$ cat config.mk
export PLATFORM = sky130hd
export DESIGN_NAME = rtc_alarm_irq
export DESIGN_NICKNAME = d
export VERILOG_FILES = /design/src/rtl/rtc_irq_pkg.sv /design/src/rtl/rtc_ctrl_reg.sv /design/src/rtl/rtc_flag_bank.sv /design/src/rtl/rtc_irq_route.sv /design/src/rtl/rtc_alarm_irq.sv
export SDC_FILE = /design/constraint.sdc
export NUM_CORES = 1
export LEC_CHECK = 0
export BUFFER_PORTS_ARGS = -buffer_cell sky130_fd_sc_hd__buf_4
export CAP_MARGIN = 10
export CELL_PAD_IN_SITES_DETAIL_PLACEMENT = 1
export CELL_PAD_IN_SITES_GLOBAL_PLACEMENT = 1
export CORE_UTILIZATION = 25
export CTS_CLUSTER_SIZE = 16
export DETAILED_ROUTE_END_ITERATION = 12
export PLACE_DENSITY = 0.78
export SLEW_MARGIN = 25
export SYNTH_ARGS = -nofsm -noshare
export SYNTH_HDL_FRONTEND = slang
export SYNTH_SLANG_ARGS = --single-unit
$ cat constraint.sdc
create_clock -name clk_i -period 1.2 [get_ports clk_i]
set_input_delay 0.24 -clock clk_i [delete_from_list [all_inputs] [get_ports clk_i]]
set_output_delay 0.24 -clock clk_i [all_outputs]
set_load 0.05 [all_outputs]
$ cat src/rtl/rtc_irq_pkg.sv
package rtc_irq_pkg;
  localparam int unsigned DATA_W    = 8;
  localparam int unsigned NUM_ALARM = 2;
  localparam logic [DATA_W-1:0] CTRL_RST = 8'h80;
  localparam int unsigned STAT_OSF_BIT = 7;

  typedef struct packed {
    logic osc_off_bkup;
    logic unused6;
    logic osf_disable;
    logic glitch_en;
    logic sqw_en;
    logic route_sep;
    logic a1_ie;
    logic a0_ie;
  } ctrl_t;
endpackage

$ cat src/rtl/rtc_ctrl_reg.sv
module rtc_ctrl_reg
  import rtc_irq_pkg::*;
(
  input  logic              clk_i,
  input  logic              rst_ni,
  input  logic              wr_i,
  input  logic [DATA_W-1:0] wdata_i,
  output ctrl_t             ctrl_o
);
  ctrl_t ctrl_q;

  always_ff @(posedge clk_i or negedge rst_ni) begin
    if (!rst_ni) begin
      ctrl_q <= ctrl_t'(CTRL_RST);
    end else if (wr_i) begin
      ctrl_q         <= ctrl_t'(wdata_i);
      ctrl_q.unused6 <= 1'b0;
    end
  end

  assign ctrl_o = ctrl_q;

  a_r1_bit6_zero: assert property (@(posedge clk_i) disable iff (!rst_ni)
    !ctrl_q.unused6);
  a_r1_write_lands: assert property (@(posedge clk_i) disable iff (!rst_ni)
    wr_i |=> (ctrl_q.a0_ie == $past(wdata_i[0])) && (ctrl_q.osc_off_bkup == $past(wdata_i[7])));
endmodule

$ cat src/rtl/rtc_flag_bank.sv
module rtc_flag_bank
  import rtc_irq_pkg::*;
#(
  parameter int unsigned N = NUM_ALARM
) (
  input  logic         clk_i,
  input  logic         rst_ni,
  input  logic [N-1:0] match_i,
  input  logic [N-1:0] clr_i,
  input  logic         osc_stop_i,
  input  logic         osf_clr_i,
  input  logic         osf_dis_i,
  output logic [N-1:0] alarm_flag_o,
  output logic         osf_o
);
  logic [N-1:0] flag_q;
  logic         osf_q;

  for (genvar i = 0; i < N; i++) begin : g_flag
    // set wins over clear
    always_ff @(posedge clk_i or negedge rst_ni) begin
      if (!rst_ni) flag_q[i] <= 1'b0;
      else         flag_q[i] <= match_i[i] | (flag_q[i] & ~clr_i[i]);
    end

    a_r4_match_sets: assert property (@(posedge clk_i) disable iff (!rst_ni)
      match_i[i] |=> flag_q[i]);
    a_r5_clear_drops: assert property (@(posedge clk_i) disable iff (!rst_ni)
      (clr_i[i] && !match_i[i]) |=> !flag_q[i]);
    a_r5_sticky: assert property (@(posedge clk_i) disable iff (!rst_ni)
      (flag_q[i] && !clr_i[i]) |=> flag_q[i]);
  end

  always_ff @(posedge clk_i or negedge rst_ni) begin
    if (!rst_ni)        osf_q <= 1'b0;
    else if (osf_dis_i) osf_q <= 1'b0;
    else                osf_q <= osc_stop_i | (osf_q & ~osf_clr_i);
  end

  assign alarm_flag_o = flag_q;
  assign osf_o        = osf_q;

  a_r9_osf_held: assert property (@(posedge clk_i) disable iff (!rst_ni)
    osf_dis_i |=> !osf_q);
  a_r9_osf_sets: assert property (@(posedge clk_i) disable iff (!rst_ni)
    (!osf_dis_i && osc_stop_i) |=> osf_q);
endmodule

$ cat src/rtl/rtc_irq_route.sv
module rtc_irq_route
  import rtc_irq_pkg::*;
(
  input  logic       clk_i,
  input  logic       rst_ni,
  input  ctrl_t      ctrl_i,
  input  logic [1:0] alarm_flag_i,
  input  logic       clk32_i,
  output logic [1:0] int_n_o
);
  logic req0, req1;

  always_comb begin
    if (ctrl_i.route_sep) begin
      req0 = ctrl_i.a0_ie & alarm_flag_i[0];
      req1 = ctrl_i.a1_ie & alarm_flag_i[1];
    end else begin
      req0 = ctrl_i.a0_ie & ctrl_i.a1_ie & (|alarm_flag_i);
      req1 = 1'b0;
    end
  end

  assign int_n_o[0] = ~req0;
  assign int_n_o[1] = ctrl_i.sqw_en ? clk32_i : ~req1;

  a_r7_pin1_idle: assert property (@(posedge clk_i) disable iff (!rst_ni)
    (!ctrl_i.route_sep && !ctrl_i.sqw_en) |-> int_n_o[1]);
  a_r6_pin0_no_flag: assert property (@(posedge clk_i) disable iff (!rst_ni)
    (alarm_flag_i == 2'b00) |-> int_n_o[0]);
  a_r8_square: assert property (@(posedge clk_i) disable iff (!rst_ni)
    ctrl_i.sqw_en |-> (int_n_o[1] == clk32_i));
endmodule

$ cat src/rtl/rtc_alarm_irq.sv
module rtc_alarm_irq
  import rtc_irq_pkg::*;
#(
  parameter int unsigned ADDR_W    = 8,
  parameter logic [ADDR_W-1:0] CTRL_ADDR = 8'h0F,
  parameter logic [ADDR_W-1:0] STAT_ADDR = 8'h10
) (
  input  logic              clk_i,
  input  logic              rst_ni,
  input  logic [ADDR_W-1:0] addr_i,
  input  logic [DATA_W-1:0] wdata_i,
  input  logic              we_i,
  output logic [DATA_W-1:0] rdata_o,
  input  logic [1:0]        match_i,
  input  logic              clk32_i,
  input  logic              osc_stop_i,
  output logic [1:0]        int_n_o,
  output logic              osc_off_bkup_o,
  output logic              glitch_en_o,
  output logic [2:0]        flags_o
);
  ctrl_t      ctrl;
  logic [1:0] aflag;
  logic       osf;
  logic       sel_ctrl, sel_stat;

  assign sel_ctrl = (addr_i == CTRL_ADDR);
  assign sel_stat = (addr_i == STAT_ADDR);

  rtc_ctrl_reg u_ctrl (
    .clk_i   (clk_i),
    .rst_ni  (rst_ni),
    .wr_i    (we_i & sel_ctrl),
    .wdata_i (wdata_i),
    .ctrl_o  (ctrl)
  );

  rtc_flag_bank #(.N(2)) u_flags (
    .clk_i        (clk_i),
    .rst_ni       (rst_ni),
    .match_i      (match_i),
    .clr_i        ({2{we_i & sel_stat}} & ~wdata_i[1:0]),
    .osc_stop_i   (osc_stop_i),
    .osf_clr_i    (we_i & sel_stat & ~wdata_i[STAT_OSF_BIT]),
    .osf_dis_i    (ctrl.osf_disable),
    .alarm_flag_o (aflag),
    .osf_o        (osf)
  );

  rtc_irq_route u_route (
    .clk_i        (clk_i),
    .rst_ni       (rst_ni),
    .ctrl_i       (ctrl),
    .alarm_flag_i (aflag),
    .clk32_i      (clk32_i),
    .int_n_o      (int_n_o)
  );

  always_comb begin
    rdata_o = '0;
    if (sel_ctrl)      rdata_o = ctrl;
    else if (sel_stat) rdata_o = {osf, 5'b0, aflag};
  end

  assign osc_off_bkup_o = ctrl.osc_off_bkup;
  assign glitch_en_o    = ctrl.glitch_en;
  assign flags_o        = {osf, aflag};

  a_r1_read_bit6: assert property (@(posedge clk_i) disable iff (!rst_ni)
    !rdata_o[6]);
  a_r10_other_zero: assert property (@(posedge clk_i) disable iff (!rst_ni)
    (!sel_ctrl && !sel_stat) |-> (rdata_o == '0));
  a_r10_ctrl_stable: assert property (@(posedge clk_i) disable iff (!rst_ni)
    !(we_i && sel_ctrl) |=> $stable(ctrl));
endmodule

======== Word-level counts from Yosys, hierarchy flattened ========
Index checks and enable logic that the tools add are counted.
storage, ports and cells
  flip-flop bits (word level) ............. 10
  latch bits .............................. 0
  bits in writable memories ............... 0
  ROM bits ................................ 0
  output and inout port bits .............. 15
  word-level logic and storage cells ...... 40
  memories ................................ 0
operators by class
  $add $sub $neg .......................... 0
  multiply operators ...................... 0
  divide/modulo/power cells ............... 0
  order comparisons ....................... 0
  equality and inequality tests ........... 2
  shifts and indexed selects .............. 0
  muxes and demuxes ....................... 6
  bitwise logic cells ..................... 21
  reductions and logical operators ........ 1
operator list
  kind                                            count
  2-to-1 mux 8 bit                                2
  AND 1 bit                                       10
  == test 8 x 4 -> 1 bit (second input constant)  1
  == test 8 x 5 -> 1 bit (second input constant)  1
  NOT 1 bit                                       6
  2-to-1 mux 1 bit                                4
  bitwise OR 1 bit                                3
  AND 2 bit                                       1
  NOT 2 bit                                       1
  OR reduction 2 bit                              1

======== Depth between registers and ports, before layout ========
Gate-level depths: netlist (run 1).
  depth after elaboration ................. 7
  mapped depth ............................ 4
  mapped depth without buffers ............ 3

======== By module ========
From an unflattened synthesis (run 1), not the netlist that was laid out.
second synthesis, totals
  cell total of the unflattened synthesis .. 59
  area total of the unflattened synthesis .. 629.4 um^2
by module, submodules not included
  module         times used  cells each  area an instance (um^2)
  rtc_ctrl_reg   1           17          304.0
  rtc_alarm_irq  1           28          177.7
  rtc_flag_bank  1           10          116.4
  rtc_irq_route  1           4           31.3

======== Least setup slack after synthesis (run 1) ========
Ideal clock, no wire load.
  path kind ............................... input-to-output
  start ................................... in addr_i[0]
  end ..................................... out rdata_o[1]
  arrival ................................. 1.635 ns
  setup slack ............................. -0.675 ns
  stages .................................. 3
  buffers on the path ..................... 0
  path through ............................ nor4b_1 > nand3b_1 > a21oi_1
on the way
  word-level cells in the longest chain between the ends .. 3
  elaborated cells on any way between the ends .. 4
  classes of those cells .................. eq/ne (2); mux (2)
RTL lines
  item                    line                 text
  from (decl)             rtc_alarm_irq.sv:10  input logic [ADDR_W-1:0] addr_i,
  == test 8 x 5 -> 1 bit  rtc_alarm_irq.sv:28  assign sel_stat = (addr_i == STAT_ADDR);
  2-to-1 mux 8 bit        rtc_alarm_irq.sv:62  else if (sel_stat) rdata_o = {osf, 5'b0, aflag};
  2-to-1 mux 8 bit *      rtc_alarm_irq.sv:61  if (sel_ctrl) rdata_o = ctrl;
  to (decl)               rtc_alarm_irq.sv:13  output logic [DATA_W-1:0] rdata_o,
Every way passes the cells marked *; elsewhere a longest branch is shown, timed or not.

======== Worst setup path in the final report (run 1) ========
  start ................................... in addr_i[4]
  end ..................................... out rdata_o[4]
on the way
  word-level cells in the longest chain between the ends .. 2
RTL lines
  item                    line                 text
  == test 8 x 4 -> 1 bit  rtc_alarm_irq.sv:27  assign sel_ctrl = (addr_i == CTRL_ADDR);
  2-to-1 mux 8 bit        rtc_alarm_irq.sv:61
Every way passes these cells.

==> results of run 1 <==
critical path: stages:
cell and delay (ns):
sky130_fd_sc_hd__buf_6 0.09, sky130_fd_sc_hd__and4b_2 0.34, sky130_fd_sc_hd__and2_4 0.19, sky130_fd_sc_hd__and3_4 0.21
sky130_fd_sc_hd__buf_8 0.14
sequential cells by signal, indices dropped and copies added (netlist names):
register and cells:
u_ctrl.ctrl_o 7, u_flags.osf_o 1, u_flags.alarm_flag_o 2
placed cells by master, fill, tap and decap left out:
cell type,count
sky130_fd_sc_hd__nor2_1,6
sky130_fd_sc_hd__nand3_1,1
sky130_fd_sc_hd__dlygate4sd3_1,1
sky130_fd_sc_hd__a211oi_1,1
sky130_fd_sc_hd__dfstp_2,1
sky130_fd_sc_hd__dfrtp_1,6
sky130_fd_sc_hd__buf_8,8
sky130_fd_sc_hd__a21oi_1,2
sky130_fd_sc_hd__dfrtp_2,3
sky130_fd_sc_hd__nand4_4,1
sky130_fd_sc_hd__nor2b_1,1
sky130_fd_sc_hd__o221ai_4,1
sky130_fd_sc_hd__mux2_2,6
sky130_fd_sc_hd__or3_4,1
sky130_fd_sc_hd__and3_4,4
sky130_fd_sc_hd__buf_6,10
sky130_fd_sc_hd__buf_4,27
sky130_fd_sc_hd__clkbuf_8,1
sky130_fd_sc_hd__conb_1,1
sky130_fd_sc_hd__nor4b_4,1
sky130_fd_sc_hd__a21oi_4,3
sky130_fd_sc_hd__mux2_4,2
sky130_fd_sc_hd__and4b_2,2
sky130_fd_sc_hd__nor3_2,1
sky130_fd_sc_hd__nand3_2,3
sky130_fd_sc_hd__clkbuf_4,3
sky130_fd_sc_hd__nand3b_1,3
sky130_fd_sc_hd__and2_4,1
repair_timing:
action,CTS,global route
hold endpoints to repair,10,0
setup endpoints to repair,17,19
hold buffers,1,0
pin swaps,9,4
gates resized for setup,24,5
cloned,0,0
setup buffers,4,1
power by group through the flow:
stage / logic [mW] / clock network [mW] / registers, mW
global placement: 0.179 / 0 / 0.373
finish: 0.202 / 0.301 / 0.368
global route: 0.215 / 0.338 / 0.370
CTS: 0.198 / 0.313 / 0.368
floorplan: 0.0788 / 0 / 0.384
detailed placement: 0.183 / 0 / 0.374
kinds of logic (layout without fill, tap and decap cells):
logic type	Yosys count	after routing
flops	10	10
simple gates	25	25
compound gates	7	7
other cells	1	1
buf+inv	4	50
mux	8	8
worst paths after layout:
check	startpoint	endpoint	slack (ns)
setup / recovery	addr_i[4]	rdata_o[4]	-0.26
hold / removal	wdata_i[5]	u_ctrl.ctrl_o[5]	0.21
setup reg to reg	u_ctrl.ctrl_o[2]	u_ctrl.ctrl_o[2]	0.24
hold reg to reg	u_ctrl.ctrl_o[5]	u_flags.osf_o	0.46
max in group asynchronous	rst_ni	u_ctrl.ctrl_o[7]	0.65
min in group asynchronous	rst_ni	u_flags.osf_o	0.33
metal layers:
layer  vias to the layer above  part of all wire [%]
met5                         -                     0
met4                         0                   3.8
met2                        22                    53
met1                       299                    40
li1                        292                     -
met3                         6                   3.7
stage by stage:
step           setup TNS, ns  hold WS, ns  instances  util (%)  cell area (um2)
2_1_floorplan         -0.791      -0.0556         55         -              703
3_5_place_dp           -4.37       0.0752        120      45.9             1010
5_1_grt                -3.19        0.196        129      54.0             1190
6_report               -2.53        0.210        129      54.0             1190
4_1_cts                -2.29        0.201        128      52.8             1170
3_3_place_gp           -4.22       0.0744        120      45.9             1010
layout make-up:
| class | count | area (um2) | share of cell area (%) |
|---|---|---|---|
| clock buffer | 4 | 36.3 | 3.04 |
| tap | 28 | 35.0 | 2.93 |
| multi-input combinational | 41 | 423 | 35.4 |
| timing repair buffer | 46 | 445 | 37.3 |
| sequential | 10 | 255 | 21.4 |
==> out/qor.txt, run 1 <==
=================================================================================================
Status ............................................................................. finished with violations
Violated checks .................................................................... negative setup slack
Buffer cell driving the clock tree root ............................................ sky130_fd_sc_hd__clkbuf_4
Busiest layer in global routing ....................................................         met2
Library cell with the highest instance count after synthesis ....................... sky130_fd_sc_hd__dfrtp_1
Share of synthesized cell area in and, or, nand and nor gates ......................        29.2%
Share of synthesized area spent on multiplexers ....................................        15.5%
Leak Pwr ...........................................................................     0.522 nW
Gr usage total .....................................................................        18.2%
Share of the synthesized netlist area taken by xor and xnor gates ..................           0%
Die Area ...........................................................................     2520 um2
Synthesized instance count .........................................................           55
Largest buffer count on any clock path .............................................            2
Ports placed on the boundary .......................................................           38
EDFF count, synth ..................................................................            0
Psw ................................................................................       229 uW
Fraction of the mapped netlist area in adder cells .................................           0%
Switching power share of the total .................................................        26.2%
Ant diodes .........................................................................            0
Register clock-pin slew on the reported worst setup and hold paths .................      0.07 ns
Final RePlAce weighted congestion ..................................................        0.743
TritonCTS buffer count .............................................................            3
Antenna Nets Post-Route ............................................................            0
Areal power density over the cells .................................................   729 nW/um2
Core footprint .....................................................................     2210 um2
DRC viols ..........................................................................            0
Sequential cell area fraction in the yosys report ..................................        43.2%
Clock latency of the later-clocked register in the worst-skew pair .................      0.26 ns
Met1 capacity usage during global routing ..........................................        21.2%
Initial Utilization ................................................................        26.3%
Via density per instance ...........................................................         4.80
Fin. Hold Viols ....................................................................            0
Die boundary height ................................................................      50.2 um
Unrepaired setup endpoints after global routing ....................................          yes
Sequential fraction of design power ................................................        42.2%
Sinks on the clock net .............................................................           10
Final Worst Setup Slack ............................................................    -0.255 ns
Type of the tightest min-delay check ............................................... input port to flip-flop
H-Tree Depth .......................................................................            1
Initial DRC Count ..................................................................            0
WL final ...........................................................................      2090 um
Grt total ovfl .....................................................................            0
Min Tclk post-route ................................................................      1.46 ns
CTS tree ...........................................................................          yes
Antenna violations before repair ...................................................            0
Clk network pwr share ..............................................................        34.6%
Area growth from synthesis to layout ...............................................         105%
Share of flip-flops with an asynchronous set or reset after synthesis ..............         100%
Most frequent cells after synthesis ................................................ 9 x sky130_fd_sc_hd__dfrtp_1, 8 x sky130_fd_sc_hd__mux2_2, 6 x sky130_fd_sc_hd__nor2_1, 5 x sky130_fd_sc_hd__a21oi_1
R2R depth ..........................................................................            2
Pin count of the biggest net entering global routing ...............................           11
Worst path arrival time ............................................................      1.22 ns
Critical Path Fanout Max ...........................................................            5
Highest attainable clock frequency .................................................      687 MHz
Crit. End Element .................................................................. primary output
Initial DRT Pass Iterations ........................................................            1
Worst-case clock skew .............................................................. 0.0000570 ns
Main combinational cell family by area after synthesis ............................. simple AND/OR/NAND/NOR gates
Final setup violating endpoints ....................................................           18
Synthesized flop and latch total ...................................................           10
Most used DFF post-synth ........................................................... sky130_fd_sc_hd__dfrtp_1
Post-detail-place hpwl .............................................................      1450 um
Global-route met2 utilization ......................................................        30.0%
Post-Synthesis Cell Area ...........................................................      582 um2
Horizontal extent of the die .......................................................      50.2 um
VDD IR-drop max ....................................................................       663 uV
Final worst-path cycle share .......................................................         121%
Pwr Total ..........................................................................       871 uW
Cell accounting for the most synthesized area ...................................... sky130_fd_sc_hd__dfrtp_1
Critical Path RT ...................................................................      0.96 ns
Logic pwr share ....................................................................        23.2%
Type of the worst setup path ....................................................... input port to primary output
Worst slack at placement ...........................................................    -0.332 ns
Drt wl/cell ........................................................................      16.2 um
Warning count from the yosys run ...................................................            0
Fillcell total .....................................................................          243
Post-synthesis net count ...........................................................           78
Max-cap check violation count ......................................................            0
Post-Syn Area per Cell .............................................................     10.6 um2
Final number of max-transition violations ..........................................            0
Synth area leaders ................................................................. sky130_fd_sc_hd__dfrtp_1 39%, sky130_fd_sc_hd__mux2_2 15%, sky130_fd_sc_hd__dfstp_2 4.5%, sky130_fd_sc_hd__a21oi_1 4.3%, sky130_fd_sc_hd__and3_1 4.3%
Share of the synthesized area in compound gates (AO/OA/AOI/OAI) ....................        7.10%
Number of placement rows ...........................................................           17
Number of distinct library cell variants in the gate-level netlist after synthesis .           21
Cell internal power dissipation ....................................................       642 uW
Vias in the first global route .....................................................          702
First-pass GRT wire length .........................................................      3280 um
Final #Nets ........................................................................          125
Met3 demand-to-capacity share in global routing ....................................        1.82%
Routed vias ........................................................................          619
Hold-critical path depth ...........................................................            2
Area share of the leading cell type in the synthesized netlist .....................        38.7%
Critical Path Start Type ...........................................................   input port
Share of final-layout standard cells stronger than drive strength 1 ................        78.2%
Buffers added on ports .............................................................           35
=================================================================================================
Note: power is estimated with default switching activity, not from simulation.
==> run 2, diff against run 1 <==
--- a/config.mk
+++ b/config.mk
@@ -13,7 +13,8 @@
 export CTS_CLUSTER_SIZE = 16
 export DETAILED_ROUTE_END_ITERATION = 12
 export PLACE_DENSITY = 0.78
-export SLEW_MARGIN = 25
+export SETUP_SLACK_MARGIN = 0.5
+export SLEW_MARGIN = 20
 export SYNTH_ARGS = -nofsm -noshare
 export SYNTH_HDL_FRONTEND = slang
 export SYNTH_SLANG_ARGS = --single-unit
==> out/qor.txt, run 2 (synthesized netlist as in run 1, its figures left out) <==
==================================================================================
Status .............................................................. finished with violations
Violated checks ..................................................... negative setup slack
Gr usage total ......................................................        20.2%   +2.1 points
Critical Path Fanout Max ............................................            5   unchanged
Horizontal extent of the die ........................................      50.2 um   unchanged
Initial Utilization .................................................        26.3%   unchanged
Highest attainable clock frequency ..................................      684 MHz   -0.53%
Fillcell total ......................................................          233   -4.1%
Worst path buffer plus inverter count ...............................            3   +1
Area growth from synthesis to layout ................................         117%
Grt total ovfl ......................................................            0   unchanged
R2r endpoint ........................................................ u_ctrl.ctrl_o[1]
Cell at the slowest stage of the critical path ...................... sky130_fd_sc_hd__and4b_1
Die Area ............................................................     2520 um2   unchanged
Type of the tightest min-delay check ................................ input port to flip-flop
Die boundary height .................................................      50.2 um   unchanged
Multi-input logic area ..............................................      469 um2   +11%
Share of the core filled with cells in the final layout .............        57.1%   +3.1 points
Highest cell delay on the worst timing path .........................      0.26 ns   -0.08 ns
Routed vias .........................................................          623   +0.65%
Unrepaired setup endpoints after global routing .....................          yes
CTS tree ............................................................          yes
Critical Path RT ....................................................      0.96 ns   about the same
Final #Nets .........................................................          124   -0.80%
Antenna Nets Post-Route .............................................            0   unchanged
Setup total negative slack ..........................................     -2.44 ns   +0.0863 ns
Hold-critical path depth ............................................            2   unchanged
Fin. Hold Viols .....................................................            0   unchanged
Number of placed instances, taps included ...........................          119   -0.83%
Worst path arrival time .............................................      1.22 ns   about the same
Flip-flop count of the largest register after layout ................            7   unchanged
DRC viols ...........................................................            0   unchanged
Critical path, cell by cell ......................................... buf_6 > and4b_1 > buf_6 > and2_4 > and3_4 > buf_8
Post-route standard cell area excluding fillers .....................     1260 um2   +5.7%
Final worst-path cycle share ........................................         122%   +0.64 points
Worst-case clock skew ............................................... 0.0000289 ns   -0.0000281 ns
Register clock-pin slew on the reported worst setup and hold paths ..      0.07 ns   about the same
First-pass GRT wire length ..........................................      3490 um   +6.3%
Largest buffer count on any clock path ..............................            2   unchanged
Via density per instance ............................................         4.87   +1.4%
Final number of max-transition violations ...........................            0   unchanged
Drt wl/cell .........................................................      17.5 um   +8.2%
Clock latency of the later-clocked register in the worst-skew pair ..      0.26 ns   about the same
Leak Pwr ............................................................     0.555 nW   +6.3%
Min Tclk post-route .................................................      1.46 ns   +0.00771 ns
Max-cap check violation count .......................................            0   unchanged
Hold path endpoint .................................................. u_ctrl.ctrl_o[3]
Largest delay contributor family on the critical path ............... simple AND/OR/NAND/NOR gates
Sinks on the clock net ..............................................           10   unchanged
Total stage count of the critical path ..............................            6   +1
Share of final-layout standard cells stronger than drive strength 1 .        82.0%   +3.8 points
VDD IR-drop max .....................................................       569 uV   -14%
Critical Path Start Type ............................................   input port
Initial DRC Count ...................................................            6   +6
H-Tree Depth ........................................................            1   unchanged
Type of the worst setup path ........................................ input port to primary output
Vias in the first global route ......................................          688   -2.0%
Number of placement rows ............................................           17   unchanged
Final Worst Setup Slack .............................................    -0.263 ns   -0.00771 ns
Critical path's most frequent cell .................................. sky130_fd_sc_hd__buf_6
Most frequent cells in the layout ................................... 19 x sky130_fd_sc_hd__buf_4, 14 x sky130_fd_sc_hd__buf_6, 11 x sky130_fd_sc_hd__buf_8, 7 x sky130_fd_sc_hd__mux2_4
Initial DRT Pass Iterations .........................................            4   +3
Final setup violating endpoints .....................................           12   -6
Core footprint ......................................................     2210 um2   unchanged
R2R depth ...........................................................            3   +1
Final RePlAce weighted congestion ...................................        0.722   -2.8%
Antenna violations before repair ....................................            0   unchanged
Buffer cell driving the clock tree root ............................. sky130_fd_sc_hd__clkbuf_4
TritonCTS buffer count ..............................................            3   unchanged
Crit. End Element ................................................... primary output
Pin count of the biggest net entering global routing ................           11   unchanged
Buffers added on ports ..............................................           35   unchanged
Most common cell after layout, fill and taps aside .................. sky130_fd_sc_hd__buf_4
Sequential cell area in the final layout ............................      256 um2   +0.49%
Origin of the critical flop-to-flop path ............................ u_ctrl.ctrl_o[1]
Areal power density over the cells ..................................   663 nW/um2   -9.0%
Ant diodes ..........................................................            0   unchanged
Worst hold path startpoint ..........................................   wdata_i[3]
Area after DPL ......................................................     1010 um2   unchanged
WL final ............................................................      2240 um   +7.4%
Setup slack on the worst flop-to-flop path ..........................      0.15 ns   -0.09 ns
Number of non-filler instances in the completed layout ..............          128   -0.78%
Ports placed on the boundary ........................................           38   unchanged
Post-detail-place hpwl ..............................................      1440 um   -0.68%
==================================================================================
-- run 2: power by group --
group	internal (mW)	switching, mW	leakage [nW]	total, mW
clock	0.128	0.114	0.0150	0.242
sequential	0.353	0.0182	0.116	0.372
combinational	0.120	0.104	0.424	0.223
-- run 2: per-stage QoR --
step,power (mW),hold WS (ns),setup WS (ns)
detailed placement,0.559,0.0742,-0.313
global placement,0.554,0.0737,-0.292
finish,0.837,0.201,-0.263
global route,0.894,0.176,-0.308
floorplan,0.467,-0.0556,-0.216
CTS,0.841,0.193,-0.259
-- run 2: worst max-delay path by stage --
stage / from / end / slack (ns)
2_1_floorplan: u_ctrl.ctrl_o[7] / rdata_o[7] / -0.22
3_3_place_gp: addr_i[4] / rdata_o[2] / -0.29
3_5_place_dp: addr_i[4] / rdata_o[2] / -0.31
4_1_cts: u_ctrl.ctrl_o[2] / int_n_o[0] / -0.26
5_1_grt: u_ctrl.ctrl_o[7] / rdata_o[7] / -0.31
6_report: addr_i[4] / rdata_o[3] / -0.26
-- run 2: what timing repair did --
action,4_1_cts,5_1_grt
endpoints found under the setup margin,24,24
endpoints found under the hold margin,10,0
hold buffers,1,0
setup buffers,2,2
gates resized for setup,40,9
pin swaps,6,3
-- run 2: cell type report --
class / instances / area share (%)
timing repair buffer: 45 / 37.7
multi-input combinational: 41 / 37.2
sequential: 10 / 20.3
tap: 28 / 2.78
clock buffer: 4 / 2.08
-- run 2: layer usage --
layer	vias up	share of wire, %	global-route usage [%]
li1	293	-	-
met1	311	38	22.2
met2	17	57	36.7
met3	2	3.2	2.73
met4	0	1.3	11.4
met5	-	0	0
